===== src/rtl/rws_pkg.sv =====
package rws_pkg;
   localparam int SPACE_W  = 3;
   localparam int REG_W    = 16;
   localparam int CTRL_LSB = 8;
   localparam int WW_BIT   = 1;

   localparam logic [SPACE_W-1:0] SP_EXT    = 3'd0;
   localparam logic [SPACE_W-1:0] SP_DRAM   = 3'd1;
   localparam logic [SPACE_W-1:0] SP_MUXIO  = 3'd2;
   localparam logic [SPACE_W-1:0] SP_PERIPH = 3'd3;
endpackage


===== src/rtl/rws_cfg_reg.sv =====
module rws_cfg_reg
   import rws_pkg::*;
#(
   parameter int N_AREAS = 8
) (
   input  logic               clk,
   input  logic               rst_n,
   input  logic               we,
   input  logic [REG_W-1:0]   wdata,
   input  logic               area1_dram,
   output logic [REG_W-1:0]   rdata,
   output logic [N_AREAS-1:0] rw_bits
);
   logic [N_AREAS-1:0] rw_q;
   logic               ww_q;

   always_ff @(posedge clk or negedge rst_n) begin
      if (!rst_n) begin
         rw_q <= '1;
         ww_q <= 1'b1;
      end else if (we) begin
         rw_q <= wdata[CTRL_LSB +: N_AREAS];
         // clearing the write-wait bit is legal only with area 1 as DRAM
         if (wdata[WW_BIT] || area1_dram)
            ww_q <= wdata[WW_BIT];
      end
   end

   always_comb begin
      rdata                      = '1;
      rdata[CTRL_LSB +: N_AREAS] = rw_q;
      rdata[WW_BIT]              = ww_q;
   end

   assign rw_bits = rw_q;
endmodule


===== src/rtl/rws_len_calc.sv =====
module rws_len_calc
   import rws_pkg::*;
#(
   parameter int                 N_AREAS        = 8,
   parameter int                 AREA_W         = 3,
   parameter logic [N_AREAS-1:0] LONG_AREA_MASK = 8'h45,
   parameter int                 LSEL_W         = 2,
   parameter int                 NORM_WAIT      = 2,
   parameter int                 MUX_WAIT       = 4,
   parameter int                 PERIPH_CYC     = 3,
   parameter int                 CYC_W          = 3
) (
   input  logic [AREA_W-1:0]  area,
   input  logic [SPACE_W-1:0] space,
   input  logic [LSEL_W-1:0]  long_sel,
   input  logic [N_AREAS-1:0] rw_bits,
   output logic [CYC_W-1:0]   cycles,
   output logic               wait_en
);
   logic [CYC_W-1:0] area_cyc [N_AREAS];
   logic             area_smp [N_AREAS];

   for (genvar i = 0; i < N_AREAS; i++) begin : g_area
      if (LONG_AREA_MASK[i]) begin : g_long
         // one base clock plus a long wait of long_sel+1 clocks
         assign area_cyc[i] = CYC_W'(2) + CYC_W'(long_sel);
         assign area_smp[i] = rw_bits[i];
      end else begin : g_norm
         assign area_cyc[i] = rw_bits[i] ? CYC_W'(1 + NORM_WAIT) : CYC_W'(1);
         assign area_smp[i] = rw_bits[i];
      end
   end

   logic sel_bit;
   assign sel_bit = rw_bits[area];

   always_comb begin
      case (space)
         SP_EXT: begin
            cycles  = area_cyc[area];
            wait_en = area_smp[area];
         end
         SP_DRAM: begin
            cycles  = sel_bit ? CYC_W'(1 + NORM_WAIT) : CYC_W'(1);
            wait_en = sel_bit;
         end
         SP_MUXIO: begin
            cycles  = CYC_W'(1 + MUX_WAIT);
            wait_en = 1'b1;
         end
         SP_PERIPH: begin
            cycles  = CYC_W'(PERIPH_CYC);
            wait_en = 1'b0;
         end
         default: begin
            cycles  = CYC_W'(1);
            wait_en = 1'b0;
         end
      endcase
   end
endmodule


===== src/rtl/rws_seq.sv =====
module rws_seq #(
   parameter int CYC_W = 3
) (
   input  logic             clk,
   input  logic             rst_n,
   input  logic             start,
   input  logic [CYC_W-1:0] cycles,
   input  logic             wait_en,
   input  logic             wait_in,
   output logic             done,
   output logic             in_wait
);
   logic             busy_q;
   logic             first_q;
   logic             smp_q;
   logic [CYC_W-1:0] cnt_q;
   logic             last;
   logic             hold;

   assign last    = busy_q && (cnt_q == '0);
   assign hold    = smp_q && wait_in;
   assign done    = last && !hold;
   assign in_wait = busy_q && !first_q;

   always_ff @(posedge clk or negedge rst_n) begin
      if (!rst_n) begin
         busy_q  <= 1'b0;
         first_q <= 1'b0;
         smp_q   <= 1'b0;
         cnt_q   <= '0;
      end else if (!busy_q) begin
         if (start) begin
            busy_q  <= 1'b1;
            first_q <= 1'b1;
            cnt_q   <= cycles - CYC_W'(1);
            // external wait is only looked at when wait clocks exist
            smp_q   <= wait_en && (cycles > CYC_W'(1));
         end
      end else begin
         first_q <= 1'b0;
         if (cnt_q != '0)
            cnt_q <= cnt_q - CYC_W'(1);
         else if (!hold)
            busy_q <= 1'b0;
      end
   end
endmodule


===== src/rtl/rws_ctrl.sv =====
module rws_ctrl
   import rws_pkg::*;
#(
   parameter int   N_AREAS        = 8,
   parameter logic [7:0] LONG_AREA_MASK = 8'h45,
   parameter int   LSEL_W         = 2,
   parameter int   NORM_WAIT      = 2,
   parameter int   MUX_WAIT       = 4,
   parameter int   PERIPH_CYC     = 3
) (
   input  logic                       clk,
   input  logic                       rst_n,
   input  logic                       rd_req,
   input  logic [$clog2(N_AREAS)-1:0] area,
   input  logic [2:0]                 space,
   input  logic [LSEL_W-1:0]          long_sel,
   input  logic                       wait_in,
   input  logic                       area1_dram,
   input  logic                       reg_we,
   input  logic [15:0]                reg_wdata,
   output logic [15:0]                reg_rdata,
   output logic                       rd_done,
   output logic                       wait_active
);
   localparam int AREA_W   = $clog2(N_AREAS);
   localparam int LONG_MAX = 1 << LSEL_W;
   localparam int M_A      = (1 + NORM_WAIT) > (1 + MUX_WAIT) ? (1 + NORM_WAIT) : (1 + MUX_WAIT);
   localparam int M_B      = PERIPH_CYC > (1 + LONG_MAX) ? PERIPH_CYC : (1 + LONG_MAX);
   localparam int MAX_CYC  = M_A > M_B ? M_A : M_B;
   localparam int CYC_W    = $clog2(MAX_CYC + 1);

   if (N_AREAS != REG_W - CTRL_LSB) begin : g_bad_areas
      $error("rws_ctrl: N_AREAS must fill the upper register byte");
   end
   if (NORM_WAIT < 1 || MUX_WAIT < 1 || PERIPH_CYC < 1) begin : g_bad_wait
      $error("rws_ctrl: wait and cycle counts must be at least 1");
   end
   if (LSEL_W < 1) begin : g_bad_lsel
      $error("rws_ctrl: LSEL_W must be at least 1");
   end

   logic [N_AREAS-1:0] rw_bits;
   logic [CYC_W-1:0]   cycles;
   logic               wait_en;

   rws_cfg_reg #(.N_AREAS(N_AREAS)) u_reg (
      .clk        (clk),
      .rst_n      (rst_n),
      .we         (reg_we),
      .wdata      (reg_wdata),
      .area1_dram (area1_dram),
      .rdata      (reg_rdata),
      .rw_bits    (rw_bits)
   );

   rws_len_calc #(
      .N_AREAS        (N_AREAS),
      .AREA_W         (AREA_W),
      .LONG_AREA_MASK (LONG_AREA_MASK[N_AREAS-1:0]),
      .LSEL_W         (LSEL_W),
      .NORM_WAIT      (NORM_WAIT),
      .MUX_WAIT       (MUX_WAIT),
      .PERIPH_CYC     (PERIPH_CYC),
      .CYC_W          (CYC_W)
   ) u_len (
      .area     (area),
      .space    (space),
      .long_sel (long_sel),
      .rw_bits  (rw_bits),
      .cycles   (cycles),
      .wait_en  (wait_en)
   );

   rws_seq #(.CYC_W(CYC_W)) u_seq (
      .clk     (clk),
      .rst_n   (rst_n),
      .start   (rd_req),
      .cycles  (cycles),
      .wait_en (wait_en),
      .wait_in (wait_in),
      .done    (rd_done),
      .in_wait (wait_active)
   );
endmodule


===== config.mk =====
export PLATFORM = sky130hd
export DESIGN_NAME = rws_ctrl
export DESIGN_NICKNAME = d
export VERILOG_FILES = /design/src/rtl/rws_pkg.sv /design/src/rtl/rws_cfg_reg.sv /design/src/rtl/rws_len_calc.sv /design/src/rtl/rws_seq.sv /design/src/rtl/rws_ctrl.sv
export SDC_FILE = /design/constraint.sdc
export NUM_CORES = 1
export LEC_CHECK = 0
export BUFFER_PORTS_ARGS = -buffer_cell sky130_fd_sc_hd__buf_2
export CORE_UTILIZATION = 45
export DETAILED_ROUTE_END_ITERATION = 12
export PLACE_DENSITY = 0.78
export SLEW_MARGIN = 25
export SYNTH_ARGS = -nofsm -noshare
export SYNTH_HDL_FRONTEND = slang
export SYNTH_SLANG_ARGS = --single-unit

===== constraint.sdc =====
create_clock -name clk -period 2.6 [get_ports clk]
set_clock_uncertainty 0.2 [all_clocks]
set_input_delay 0.26 -clock clk [delete_from_list [all_inputs] [get_ports clk]]
set_output_delay 0.26 -clock clk [all_outputs]
set_load 0.005 [all_outputs]

== After elaboration in Yosys (flattened, before gate mapping) ==
Index checks and enable logic that the tools add are counted.
Word-level totals
  word-level logic and storage cells: 58
  register bits: 15
  output and inout bits: 18
  input port bits: 30
Cells by class
  $lt $le $gt $ge: 3
  reductions and logical operators: 15
  equal/unequal tests: 4
  add/subtract/negate cells: 3
  bitwise logic cells: 2
  muxes and demuxes: 25
Operators by type and width (count)
  3-bit two-way mux: 5
  2-bit two-way mux: 6
  3-bit one-hot mux with 4 select lines: 1
  3-bit binary-select mux with 3-bit select: 1
  1-bit two-way mux: 9
  1-bit binary-select mux with 3-bit select: 2
  3-bit by 2-bit equality test with 1-bit output, second input constant: 2
  3-bit zero test: 2
  2-bit AND reduction: 3
  3-bit by 1-bit subtractor with 3-bit output, second input constant: 2
  1-bit logical AND: 5
  4-bit >= comparator, second input constant: 1
  3-bit by 4-bit less-than comparator with 1-bit output, second input constant: 1
  3-bit NOT with 4-bit output: 1
  2-bit by 2-bit adder with 3-bit output, first input constant: 1
  3-bit by 1-bit equality test with 1-bit output, second input constant: 1
  3-bit by 1-bit greater-than comparator with 1-bit output, second input constant: 1
  1-bit one-hot mux with 3 select lines: 1
  3-bit nonzero test: 1
  1-bit zero test: 2
  2-bit != test, second input constant: 1
  2-bit nonzero test: 1
  1-bit logical OR: 1
  1-bit NOT: 1

== Longest topological paths before layout ==
  word-level depth: 8
  gate-level depth with buffers: 8
  depth with buffers taken out: 7

== Cells and area by module ==
From an unflattened synthesis, not the netlist that was laid out.
Unflattened totals
  cell total of the unflattened synthesis: 101
  area total of the unflattened synthesis: 1056.0 sq um
By module, submodules not included
  rws_cfg_reg: seq. area each 236.5 sq um, area an instance 504.2 sq um, cells each 37, times used 1
  rws_seq: seq. area each 150.1 sq um, area an instance 367.9 sq um, cells each 40, times used 1
  rws_len_calc: seq. area each 0.0 sq um, area an instance 183.9 sq um, cells each 24, times used 1

== Least setup slack after synthesis ==
No wires, ideal clock.
  path type: reg-to-reg
  start: reg u_reg.rw_q[7] (netlist: u_reg.rw_bits[7])
  end: reg u_seq.smp_q
  library setup time: 0.104 ns
  path buffers: 0
  setup slack: 0.554 ns
  data required time: 2.296 ns
  clock period less this slack: 2.046 ns
  stages on the path, launching flop included: 8
  arrival time: 1.742 ns
  path through: dfstp_2 > and3b_2 > o21ai_0 > o2111ai_1 > o31a_1 > ha_1 > o22a_1 > o41ai_2
On the way
  word-level cells in the longest chain between the ends: 7
  elaborated cells on any way between the ends: 14
  classes of those cells: order compare: 1; mux: 12; reduce/logical: 1
Ends and longest elaborated chain
  start, declared: line rws_cfg_reg.sv:14  | logic [N_AREAS-1:0] rw_q;
  start signal, assigned: line rws_cfg_reg.sv:22  | rw_q <= wdata[CTRL_LSB +: N_AREAS];
  2-bit two-way mux: line rws_len_calc.sv:29  | assign area_cyc[i] = rw_bits[i] ? CYC_W'(1 + NORM_WAIT) : CYC_W'(1);
  3-bit binary-select mux with 3-bit select: line rws_len_calc.sv:40  | cycles = area_cyc[area];
  3-bit two-way mux (not written as such) (2 in a row): line rws_len_calc.sv:40
  3-bit one-hot mux with 4 select lines: line rws_len_calc.sv:38  | case (space)
  3-bit by 1-bit greater-than comparator with 1-bit output: line rws_seq.sv:37  | smp_q <= wait_en && (cycles > CYC_W'(1));
  1-bit logical AND *: line rws_seq.sv:37
  end signal, assigned: line rws_seq.sv:37
  end, declared: line rws_seq.sv:15  | logic smp_q;
Mark *: on every way between the ends. The rest lies on a longest branch, timed or not. The select of a mux whose other input is x is not followed.
A chain may end at the register's enable or synchronous reset.

== Worst setup path after layout ==
Same ends and word-level chain as after synthesis.

==> results.ini <==
[cts]
cts_setup_buffers=0
insertion_delay_ns=0.28
cts_tree=built
cts_resized=0
ctsHtreeMaxLevel=1
cts_buffers=3
cts_hold_buf=1
clk_root_buffer_cell=clkbuf_4
path_clk_slew_ns=0.09
cts_sinks=15
clk_path_buf_depth=2

[synth]
synthXorXnorAreaFrac_pct=0
synth_flop_cell=dfstp_2
synth_edf_count=0
synth-compound-area-share_pct=16.2
async_flop_share_pct=100
synth_seq_area_share_pct=39.2
muxShareOfSynthArea_pct=13.2
synth_top_family_by_area=compound AO/OA/AOI/OAI gates
synth_warnings=0
synth_cells=96
syn_area_per_cell_um2=10.3
synthAdderAreaFrac_pct=5.07
yosysUniqueCellTypes=36
ys_ff_latch=15
yosys.area_share.simple_pct=14.4
synth_area_um2=987

[route]
wl_per_cell_um=12.0
vias=787
drt-initial-drc-count=12
totalWireLength_um=1880
antenna_left=0
viasPerCell=5.04
dr.pass1.iters=4
drc=0

[pwr]
seqPwrFrac_pct=43.9
switching_power_uw=271
pwr_density_cell_nw_per_um2=671
power.leakage_nw=0.562
internal-power_uw=508
combPwrFrac_pct=39.0
clock_power_share_pct=17.1
ir_drop_mv=0.443
switching_share_pct=34.8

[critical_path]
worstPathRequired_ns=2.59
worstPathArrival_ns=2.14
r2r_cells=7
end_kind=register
crit_fanout=4
path_delay_family=compound AO/OA/AOI/OAI gates
cp_cell_sequence=mux2i_1 > o221ai_1 > a31oi_1 > o31a_1 > ha_1 > o22a_1 > o41ai_2
reg2reg_to=u_seq.smp_q$_DFFE_PN0P_
crit_path_start_kind=register
crit_start=u_reg.rw_bits[7]$_DFFE_PN1P_
critPathBufInv=0
crit_path_end=u_seq.smp_q$_DFFE_PN0P_
r2r_start=u_reg.rw_bits[7]$_DFFE_PN1P_
critical_path_depth=7
crit_path_top_delay_cell=dfstp_2
max_stage_delay_ns=0.56
critPathKind=reg -> reg
r2r_setup_slack_ns=0.45

[grt]
globalRouteTotalUtil_pct=17.5
antenna_found_initial=0
grt.met2_usage_pct=31.3
grt_overflow_total=0
grt_max_degree=16
grt.met1_usage_pct=21.8
grt_pass1_vias=753
met3_usage_pct=2.80
grt_pass1_wl_um=3240
grt-busiest-layer=met2

[final_layout]
layout_common_cells=33 x buf_2, 9 x dfstp_2, 8 x nor2_1, 8 x mux2_2
diodes=0
nFillCells=181
nNetsFinal=164
design_area_um2=1160
area_growth_pct=17.6
register_area_um2=387
utilization_pct=58.0
multi_input_area_um2=509
layout-drive-gt1-share_pct=45.0
layout_commonest_cell=buf_2

[placement]
place.port_buffers=33
gp_congestion=0.802
dp_slack_ns=0.435
placed_area_um2=1120
dp_hpwl_um=1460

[min_path]
worstHoldPathType=in -> reg
min_path_cells=2

[floorplan]
start_util_pct=49.3
core_um2=2000
die_h_um=48.8
die_w_um=48.8
io_pins=48
die_area_um2=2380
row_count=16

[run_status]
status=complete, no violations

[timing]
rsz0062_at_grt=false
hold_viol_final=0
setup_violations=0
worst_slack_ns=0.455
max_freq_mhz=466
whs_ns=0.00446
drv_slew=0
fin_crit_sh_pct=82.5
tns_ns=0
fin_crit_ns=2.15

[run]
cap_violations=0

[power by group through the flow]
stage	Sequential, mW	Clock (mW)	Combinational, mW
finish	0.342	0.133	0.304
global route	0.351	0.146	0.341
CTS	0.341	0.136	0.308
detailed placement	0.345	0	0.301
global placement	0.342	0	0.287
floorplan	0.327	0	0.239
[worst min path at each step]
stage                  startpoint                            to  slack (ns)
finish              reg_wdata[11]  u_reg.rw_bits[3]$_DFFE_PN1P_       0.004
detailed placement          rst_n       u_seq.smp_q$_DFFE_PN0P_       -0.02
global placement            rst_n    u_seq.cnt_q[1]$_DFFE_PN0P_       -0.03
global route        reg_wdata[10]  u_reg.rw_bits[2]$_DFFE_PN1P_        0.01
floorplan                   rst_n        u_seq.busy_q$_DFF_PN0_       -0.24
CTS                 reg_wdata[14]  u_reg.rw_bits[6]$_DFFE_PN1P_       0.004
[per-layer routing]
metal	vias to the layer above	part of all wire, %	wire [um]
met4	0	0.91	17
met5	-	0	0
met3	2	4.3	81
met2	23	50	929
met1	372	45	847
li1	390	-	-
[Yosys cell counts (2+ instances only)]
| library cell | n | area (um^2) |
|---|---|---|
| nor2b_1 | 2 | 12.5 |
| inv_1 | 7 | 26.3 |
| mux2_2 | 8 | 90.1 |
| dfrtp_1 | 6 | 150 |
| o31a_1 | 3 | 26.3 |
| nor2_1 | 8 | 30.0 |
| nand2b_1 | 2 | 12.5 |
| ha_1 | 4 | 50.1 |
| o221ai_1 | 2 | 17.5 |
| buf_4 | 9 | 67.6 |
| a21oi_1 | 2 | 10.0 |
| mux2i_1 | 4 | 40.0 |
| nor3_1 | 2 | 10.0 |
| nand2_1 | 7 | 26.3 |
| dfstp_2 | 9 | 236 |
[worst reg2reg max path, delay by kind of cell (launching register included)]
family | cells | cell delay, ns
flip-flops | 1 | 0.56
AO/OA/AOI/OAI | 5 | 1.01
adder cells (fa/ha/maj) | 1 | 0.21
multiplexers | 1 | 0.09
[through the flow]
stage / power (mW) / std cells
floorplan: 0.566 / 102
global placement: 0.629 / 151
finish: 0.779 / 156
global route: 0.838 / 156
CTS: 0.785 / 156
detailed placement: 0.646 / 151
[kinds of logic (layout without fill, tap and decap cells)]
logic type	count (synthesis)	in the layout
AO/OA/AOI/OAI	18	18
other	1	7
adder cells (fa/ha/maj)	4	4
buffers and inverters	19	46
flip-flops	15	15
multiplexers	12	12
AND/OR/NAND/NOR	27	27
[flip-flops by register name, summed over array words and instances (netlist names)]
register	flops
u_reg.rw_bits	8
u_reg.ww_q	1
u_seq.busy_q	1
u_seq.cnt_q	3
u_seq.first_q	1
u_seq.smp_q	1
[final cells by class]
| type | count | share of cell area [%] |
|---|---|---|
| well taps | 27 | 2.91 |
| flip-flops and latches | 15 | 33.3 |
| clock buffers | 4 | 2.26 |
| multi-input cells | 68 | 43.9 |
| repair buffers | 34 | 15.1 |
| inverters | 8 | 2.59 |
Power figures use the tool's default switching activity.
